$ cat config.mk
export PLATFORM = sky130hd
export DESIGN_NAME = baud_gen2
export DESIGN_NICKNAME = d
export VERILOG_FILES = /design/src/rtl/baud_gen2_pkg.sv /design/src/rtl/baud_gen2_prescale.sv /design/src/rtl/baud_gen2_sample_ctr.sv /design/src/rtl/baud_gen2_bit_ctr.sv /design/src/rtl/baud_gen2.sv
export SDC_FILE = /design/constraint.sdc
export NUM_CORES = 1
export LEC_CHECK = 0
export ABC_AREA = 1
export ABC_CLOCK_PERIOD_IN_PS = 1700
export BUFFER_PORTS_ARGS = -buffer_cell sky130_fd_sc_hd__clkbuf_2
export CAP_MARGIN = 20
export CORE_ASPECT_RATIO = 0.9
export CORE_MARGIN = 2
export CORE_UTILIZATION = 30
export CTS_CLUSTER_DIAMETER = 150
export DETAILED_ROUTE_END_ITERATION = 12
export GPL_ROUTABILITY_DRIVEN = 0
export HOLD_SLACK_MARGIN = 0.02
export PLACE_DENSITY = 0.6
export SLEW_MARGIN = 20
export SYNTH_ARGS = -nofsm -noshare
export SYNTH_HDL_FRONTEND = slang
export SYNTH_SLANG_ARGS = --single-unit
export TNS_END_PERCENT = 30
$ cat constraint.sdc
create_clock -name clk -period 1.7 [get_ports clk]
set_clock_uncertainty 0.1 [all_clocks]
set_input_delay 0.17 -clock clk [delete_from_list [all_inputs] [get_ports clk]]
set_output_delay 0.17 -clock clk [all_outputs]
set_load 0.01 [all_outputs]
$ cat src/rtl/baud_gen2_pkg.sv
package baud_gen2_pkg;
  localparam int unsigned GEN_WIDTH   = 16;
  localparam int unsigned DIV_WIDTH   = 8;
  localparam int unsigned PRE_WIDTH   = 3;   // 2**PRE_WIDTH = prescale ratio
  localparam int unsigned DIV_FLOOR   = 4;
  localparam int unsigned DIV_RESET   = 4;
endpackage

$ cat src/rtl/baud_gen2_prescale.sv
module baud_gen2_prescale #(
  parameter int unsigned PRE_W = 3
) (
  input  logic clk,
  input  logic rst_n,
  input  logic reload,
  input  logic bypass,
  output logic step_en
);
  logic [PRE_W-1:0] phase_q, phase_d;

  always_comb begin
    if (reload) phase_d = '0;
    else        phase_d = phase_q + PRE_W'(1);
  end

  always_ff @(posedge clk or negedge rst_n) begin
    if (!rst_n) phase_q <= '0;
    else        phase_q <= phase_d;
  end

  assign step_en = bypass | (&phase_q);

  // with the divide-by-8 source, an enable is followed by a quiet cycle
  a_r3_pre_spacing: assert property (@(posedge clk) disable iff (!rst_n)
    (step_en && !bypass && !reload) |=> !step_en);
endmodule

$ cat src/rtl/baud_gen2_sample_ctr.sv
module baud_gen2_sample_ctr #(
  parameter int unsigned GEN_W = 16
) (
  input  logic             clk,
  input  logic             rst_n,
  input  logic             reload,
  input  logic             step_en,
  input  logic [GEN_W-1:0] gen_val,
  output logic             fire,
  output logic             tick
);
  logic [GEN_W-1:0] cnt_q, cnt_d;
  logic             tick_q, tick_d;
  logic             active;
  logic [GEN_W-1:0] last_cnt;

  assign active   = step_en && (gen_val != '0) && !reload;
  assign last_cnt = gen_val - GEN_W'(1);
  assign fire     = active && (cnt_q == last_cnt);

  always_comb begin
    cnt_d  = cnt_q;
    tick_d = fire;
    if (reload)      cnt_d = '0;
    else if (active) cnt_d = fire ? '0 : cnt_q + GEN_W'(1);
  end

  always_ff @(posedge clk or negedge rst_n) begin
    if (!rst_n) begin
      cnt_q  <= '0;
      tick_q <= 1'b0;
    end else begin
      cnt_q  <= cnt_d;
      tick_q <= tick_d;
    end
  end

  assign tick = tick_q;

  // a zero generator value keeps the sample strobe low
  a_r6_idle_when_zero: assert property (@(posedge clk) disable iff (!rst_n)
    (gen_val == '0) |-> !tick_q);
endmodule

$ cat src/rtl/baud_gen2_bit_ctr.sv
module baud_gen2_bit_ctr #(
  parameter int unsigned DIV_W   = 8,
  parameter int unsigned DIV_MIN = 4
) (
  input  logic             clk,
  input  logic             rst_n,
  input  logic             reload,
  input  logic             step,
  input  logic             sample_tick,
  input  logic [DIV_W-1:0] div_val,
  output logic             tick
);
  logic [DIV_W-1:0] cnt_q, cnt_d;
  logic [DIV_W-1:0] limit;
  logic             hit;
  logic             tick_q;

  assign limit = (div_val < DIV_W'(DIV_MIN)) ? DIV_W'(DIV_MIN) : div_val;
  assign hit   = step && !reload && (cnt_q == limit);

  always_comb begin
    cnt_d = cnt_q;
    if (reload)    cnt_d = '0;
    else if (step) cnt_d = hit ? '0 : cnt_q + DIV_W'(1);
  end

  always_ff @(posedge clk or negedge rst_n) begin
    if (!rst_n) begin
      cnt_q  <= '0;
      tick_q <= 1'b0;
    end else begin
      cnt_q  <= cnt_d;
      tick_q <= hit;
    end
  end

  assign tick = tick_q;

  // a bit strobe only appears together with a sample strobe
  a_r4_bit_with_sample: assert property (@(posedge clk) disable iff (!rst_n)
    tick_q |-> sample_tick);
  // bit strobe never lasts two cycles
  a_r8_bit_single: assert property (@(posedge clk) disable iff (!rst_n)
    tick_q |=> !tick_q);
endmodule

$ cat src/rtl/baud_gen2.sv
module baud_gen2
  import baud_gen2_pkg::*;
(
  input  logic        clk,
  input  logic        rst_n,
  input  logic        sel_wr,
  input  logic        sel_in,
  input  logic        gen_wr,
  input  logic [15:0] gen_in,
  input  logic        div_wr,
  input  logic [7:0]  div_in,
  output logic        sample_tick,
  output logic        bit_tick
);
  logic [1:0] rst_pipe_q;
  logic       rst_sync_n;

  always_ff @(posedge clk or negedge rst_n) begin
    if (!rst_n) rst_pipe_q <= 2'b00;
    else        rst_pipe_q <= {rst_pipe_q[0], 1'b1};
  end
  assign rst_sync_n = rst_pipe_q[1];

  logic                 sel_q, sel_d;
  logic [GEN_WIDTH-1:0] gen_q, gen_d;
  logic [DIV_WIDTH-1:0] div_q, div_d;
  logic                 reload;
  logic                 step_en;
  logic                 fire;

  assign reload = sel_wr | gen_wr | div_wr;

  always_comb begin
    sel_d = sel_wr ? sel_in : sel_q;
    gen_d = gen_wr ? gen_in : gen_q;
    div_d = div_wr ? div_in : div_q;
  end

  always_ff @(posedge clk or negedge rst_sync_n) begin
    if (!rst_sync_n) begin
      sel_q <= 1'b0;
      gen_q <= '0;
      div_q <= DIV_WIDTH'(DIV_RESET);
    end else begin
      sel_q <= sel_d;
      gen_q <= gen_d;
      div_q <= div_d;
    end
  end

  baud_gen2_prescale #(.PRE_W(PRE_WIDTH)) u_pre (
    .clk     (clk),
    .rst_n   (rst_sync_n),
    .reload  (reload),
    .bypass  (!sel_q),
    .step_en (step_en)
  );

  baud_gen2_sample_ctr #(.GEN_W(GEN_WIDTH)) u_smp (
    .clk     (clk),
    .rst_n   (rst_sync_n),
    .reload  (reload),
    .step_en (step_en),
    .gen_val (gen_q),
    .fire    (fire),
    .tick    (sample_tick)
  );

  baud_gen2_bit_ctr #(.DIV_W(DIV_WIDTH), .DIV_MIN(DIV_FLOOR)) u_bit (
    .clk         (clk),
    .rst_n       (rst_sync_n),
    .reload      (reload),
    .step        (fire),
    .sample_tick (sample_tick),
    .div_val     (div_q),
    .tick        (bit_tick)
  );

  // the cycle after any write shows no strobe
  a_r7_reload_quiet: assert property (@(posedge clk) disable iff (!rst_sync_n)
    reload |=> (!sample_tick && !bit_tick));
endmodule

==> run metrics <==
Clock Path Buffers 2; most used cell, CP nor2_1; top cells by count, synth nand2_1, nor2_1, dfrtp_1; filler cell count 1137; TritonCTS clock tree built; Netlist Area Pre-Place 3560 sq um; sequential share of the synthesized area 0.394; core area 11500 sq um; post-DR wirelength/cell 11.8 um; largest net degree at the start of global routing 52; PortBufs 31; area delta synth->final 42.0%; Final period util 1.22; Num CTS Buffers 5; Max Slew Vio Count 0; PwrDens 652 nW/um^2; CP arrival 2.17 ns; Mapped Cells 481; n_diodes 0; Die Y 107 um; failing checks negative setup slack; net count after synthesis 517; Worst Path Required 1.80 ns; Post-Route WL 9120 um; outcome finished, violations left; DRT Pass-1 Iters 4; Ys Warns 0; Max Clk Rate 0.483 GHz; Cell Int Power 2320 uW; clock power share 0.340; Max stage delay cell, worst path dfrtp_1; Power, Total 3300 uW; combinational share of power 0.221; Synth area leaders dfrtp_1, nand2_1, nor2_1; Final Setup Violations 26; Switching Share 0.296; VDD IR max 0.411 mV; largest area contributor in the synthesized netlist dfrtp_1; register bit count reported by yosys 56; most common cell in the netlist nand2_1; io pins 32; met1 usage 0.199; Overall Global Routing Usage 0.155; clock-pin slew on the worst setup and hold paths 0.08 ns; sw power 976 uW; dpl hpwl 6930 um; layout cell share with drive strength beyond 1 0.317; Worst R2R Start gen_q[0]$_DFFE_PN0P_; M2 GR Usage 0.266; GR Layer Usage met3 0.0238; Max Cap Violations 0; clock sinks 56; Critical Path Start gen_q[0]$_DFFE_PN0P_; FFs w/ async S/R, synth 1.00; Synth top area share 0.386; Worst setup EP type register; vias in the first global route 3422; Post-synth EDFFs 0; # rows 37; grt ovf 0; Max Fanout on Critical Path 4; Final WS setup -0.372 ns; Reg power frac 0.439; Avg Cell Area, Syn 7.41 sq um; clock latency on the worst-skew pair 0.31 ns; fin nets 653; Final Hold Viols 0; critical path class register to register; number of routed nets with antenna violations 0; Root Buffer Master clkbuf_16; Hold Path Class input port to async pin; Buf+Inv Stages, Crit Path 2; Vias/cell 4.36; critical-path cell list inv_2 > ha_1 > nand2_1 > nor2_2 > a21oi_4 > nor2_4 > buf_4 > nor2_1 > nand2_1 > nor2_1 > xor2_1 > nor2_1; RSZ-0062 raised after global routing yes; crit path time final 2.07 ns; GRT Max-Usage Layer met2; top_reg_cell synth dfrtp_1; DRC viols 0; Chip Width 119 um; Startpoint Class register; worst hold slack 0.0715 ns; htree depth 2; initial core utilization 0.309; die area 12800 sq um; unique cell type count in the Yosys netlist 34; Initial DRC Count 126; CP max stage delay 0.36 ns; first-pass GRT wire length 15800 um; vias 3371; FF-to-FF setup slack -0.37 ns; Worst path top cell family by delay simple AND/OR/NAND/NOR gates; Leak Pwr 0.00240 uW; initial antenna violation count 0
[placed cells by master, fill, tap and decap left out, types with 6 or more instances in the layout]
| cell | n |
|---|---|
| o21ai_1 | 6 |
| mux2_2 | 6 |
| o21ai_0 | 15 |
| xnor2_1 | 10 |
| nand2_1 | 132 |
| nor2_2 | 25 |
| nand3_1 | 31 |
| nor2_1 | 46 |
| xor2_1 | 22 |
| nor2_4 | 8 |
| nand2_2 | 10 |
| inv_1 | 45 |
| nand3_2 | 9 |
| dlygate4sd3_1 | 30 |
| dfrtp_1 | 54 |
| buf_4 | 76 |
| nand4_1 | 8 |
| clkbuf_2 | 31 |
[through the flow]
stage	instances	util	TNS, ns	instance area (sq um)	worst slack (ns)
4_1_cts	774	0.435	-7.49	5010	-0.361
3_3_place_gp	730	0.384	-8.14	4420	-0.366
2_1_floorplan	481	-	-4.53	3580	-0.283
5_1_grt	774	0.439	-12.54	5060	-0.561
3_5_place_dp	730	0.384	-9.32	4420	-0.448
6_report	774	0.439	-7.56	5060	-0.372
[worst reg2reg max path, cell delays in order (launching register included)]
cell and delay (ns):
dfrtp_1 0.36, inv_2 0.07, ha_1 0.20, nand2_1 0.13, nor2_2 0.07, a21oi_4 0.23
nor2_4 0.07, buf_4 0.14, nor2_1 0.12, nand2_1 0.11, nor2_1 0.13, xor2_1 0.16
nor2_1 0.05
[state kept, by name (all words and copies together) (netlist names)]
name           count
sel_q              1
div_q              8
gen_q             16
u_smp.tick         1
u_bit.cnt_q        8
rst_pipe_q         2
u_pre.phase_q      3
u_bit.tick         1
u_smp.cnt_q       16
[worst paths after layout]
path | to | cells after the start
hold / removal | rst_pipe_q[1]$_DFF_PN0_ | 2
max in group asynchronous | div_q[1]$_DFFE_PN0P_ | 1
setup reg to reg | u_smp.cnt_q[9]$_DFFE_PN0P_ | 12
setup / recovery | u_smp.cnt_q[9]$_DFFE_PN0P_ | 12
hold reg to reg | div_q[2]$_DFFE_PN1P_ | 0
min in group clk | div_q[2]$_DFFE_PN1P_ | 3
[cell families (layout without fill, tap and decap cells)]
group                    after synthesis  in the layout  share of synthesized area
AO/OA/AOI/OAI                         30             30                     0.0464
XOR/XNOR                              34             34                     0.0836
adder cells (fa/ha/maj)                6              6                     0.0211
buffers and inverters                 61            198                     0.0699
flip-flops                            56             56                      0.394
multiplexers                           6              6                     0.0190
other                                  1              1                    0.00105
AND/OR/NAND/NOR                      287            287                      0.365
[layout make-up]
cell class                 instances  area [sq um]  area share
clock buffer                       5           125      0.0247
clock inverter                     3          28.8     0.00569
inverter                          51           191      0.0379
multi-input combinational        364          2060       0.406
sequential                        56          1400       0.278
tap                              156           195      0.0386
timing repair buffer             139          1060       0.209
[metal layers]
layer | part of all wire | wire [um]
met5 | 0 | 0
met3 | 0.024 | 215
met2 | 0.48 | 4400
met1 | 0.48 | 4370
met4 | 0.015 | 138
[repair_timing]
item / CTS / global route
pin swaps: 11 / 3
endpoints found under the setup margin: 26 / 26
gates cloned: 0 / 0
hold buffers: 30 / 0
resized for setup: 22 / 16
hold endpoints to repair: 29 / 0
buffers inserted: 6 / 0
[power groups by stage]
| stage | combinational, uW | clock [uW] | sequential [uW] |
|---|---|---|---|
| after floorplan | 336 | 0 | 1490 |
| after global placement | 609 | 0 | 1470 |
| after detailed placement | 620 | 0 | 1470 |
| after CTS | 719 | 1160 | 1450 |
| after global routing | 817 | 1240 | 1460 |
| final | 728 | 1120 | 1450 |
No activity file was read; power rests on OpenSTA's default activity.
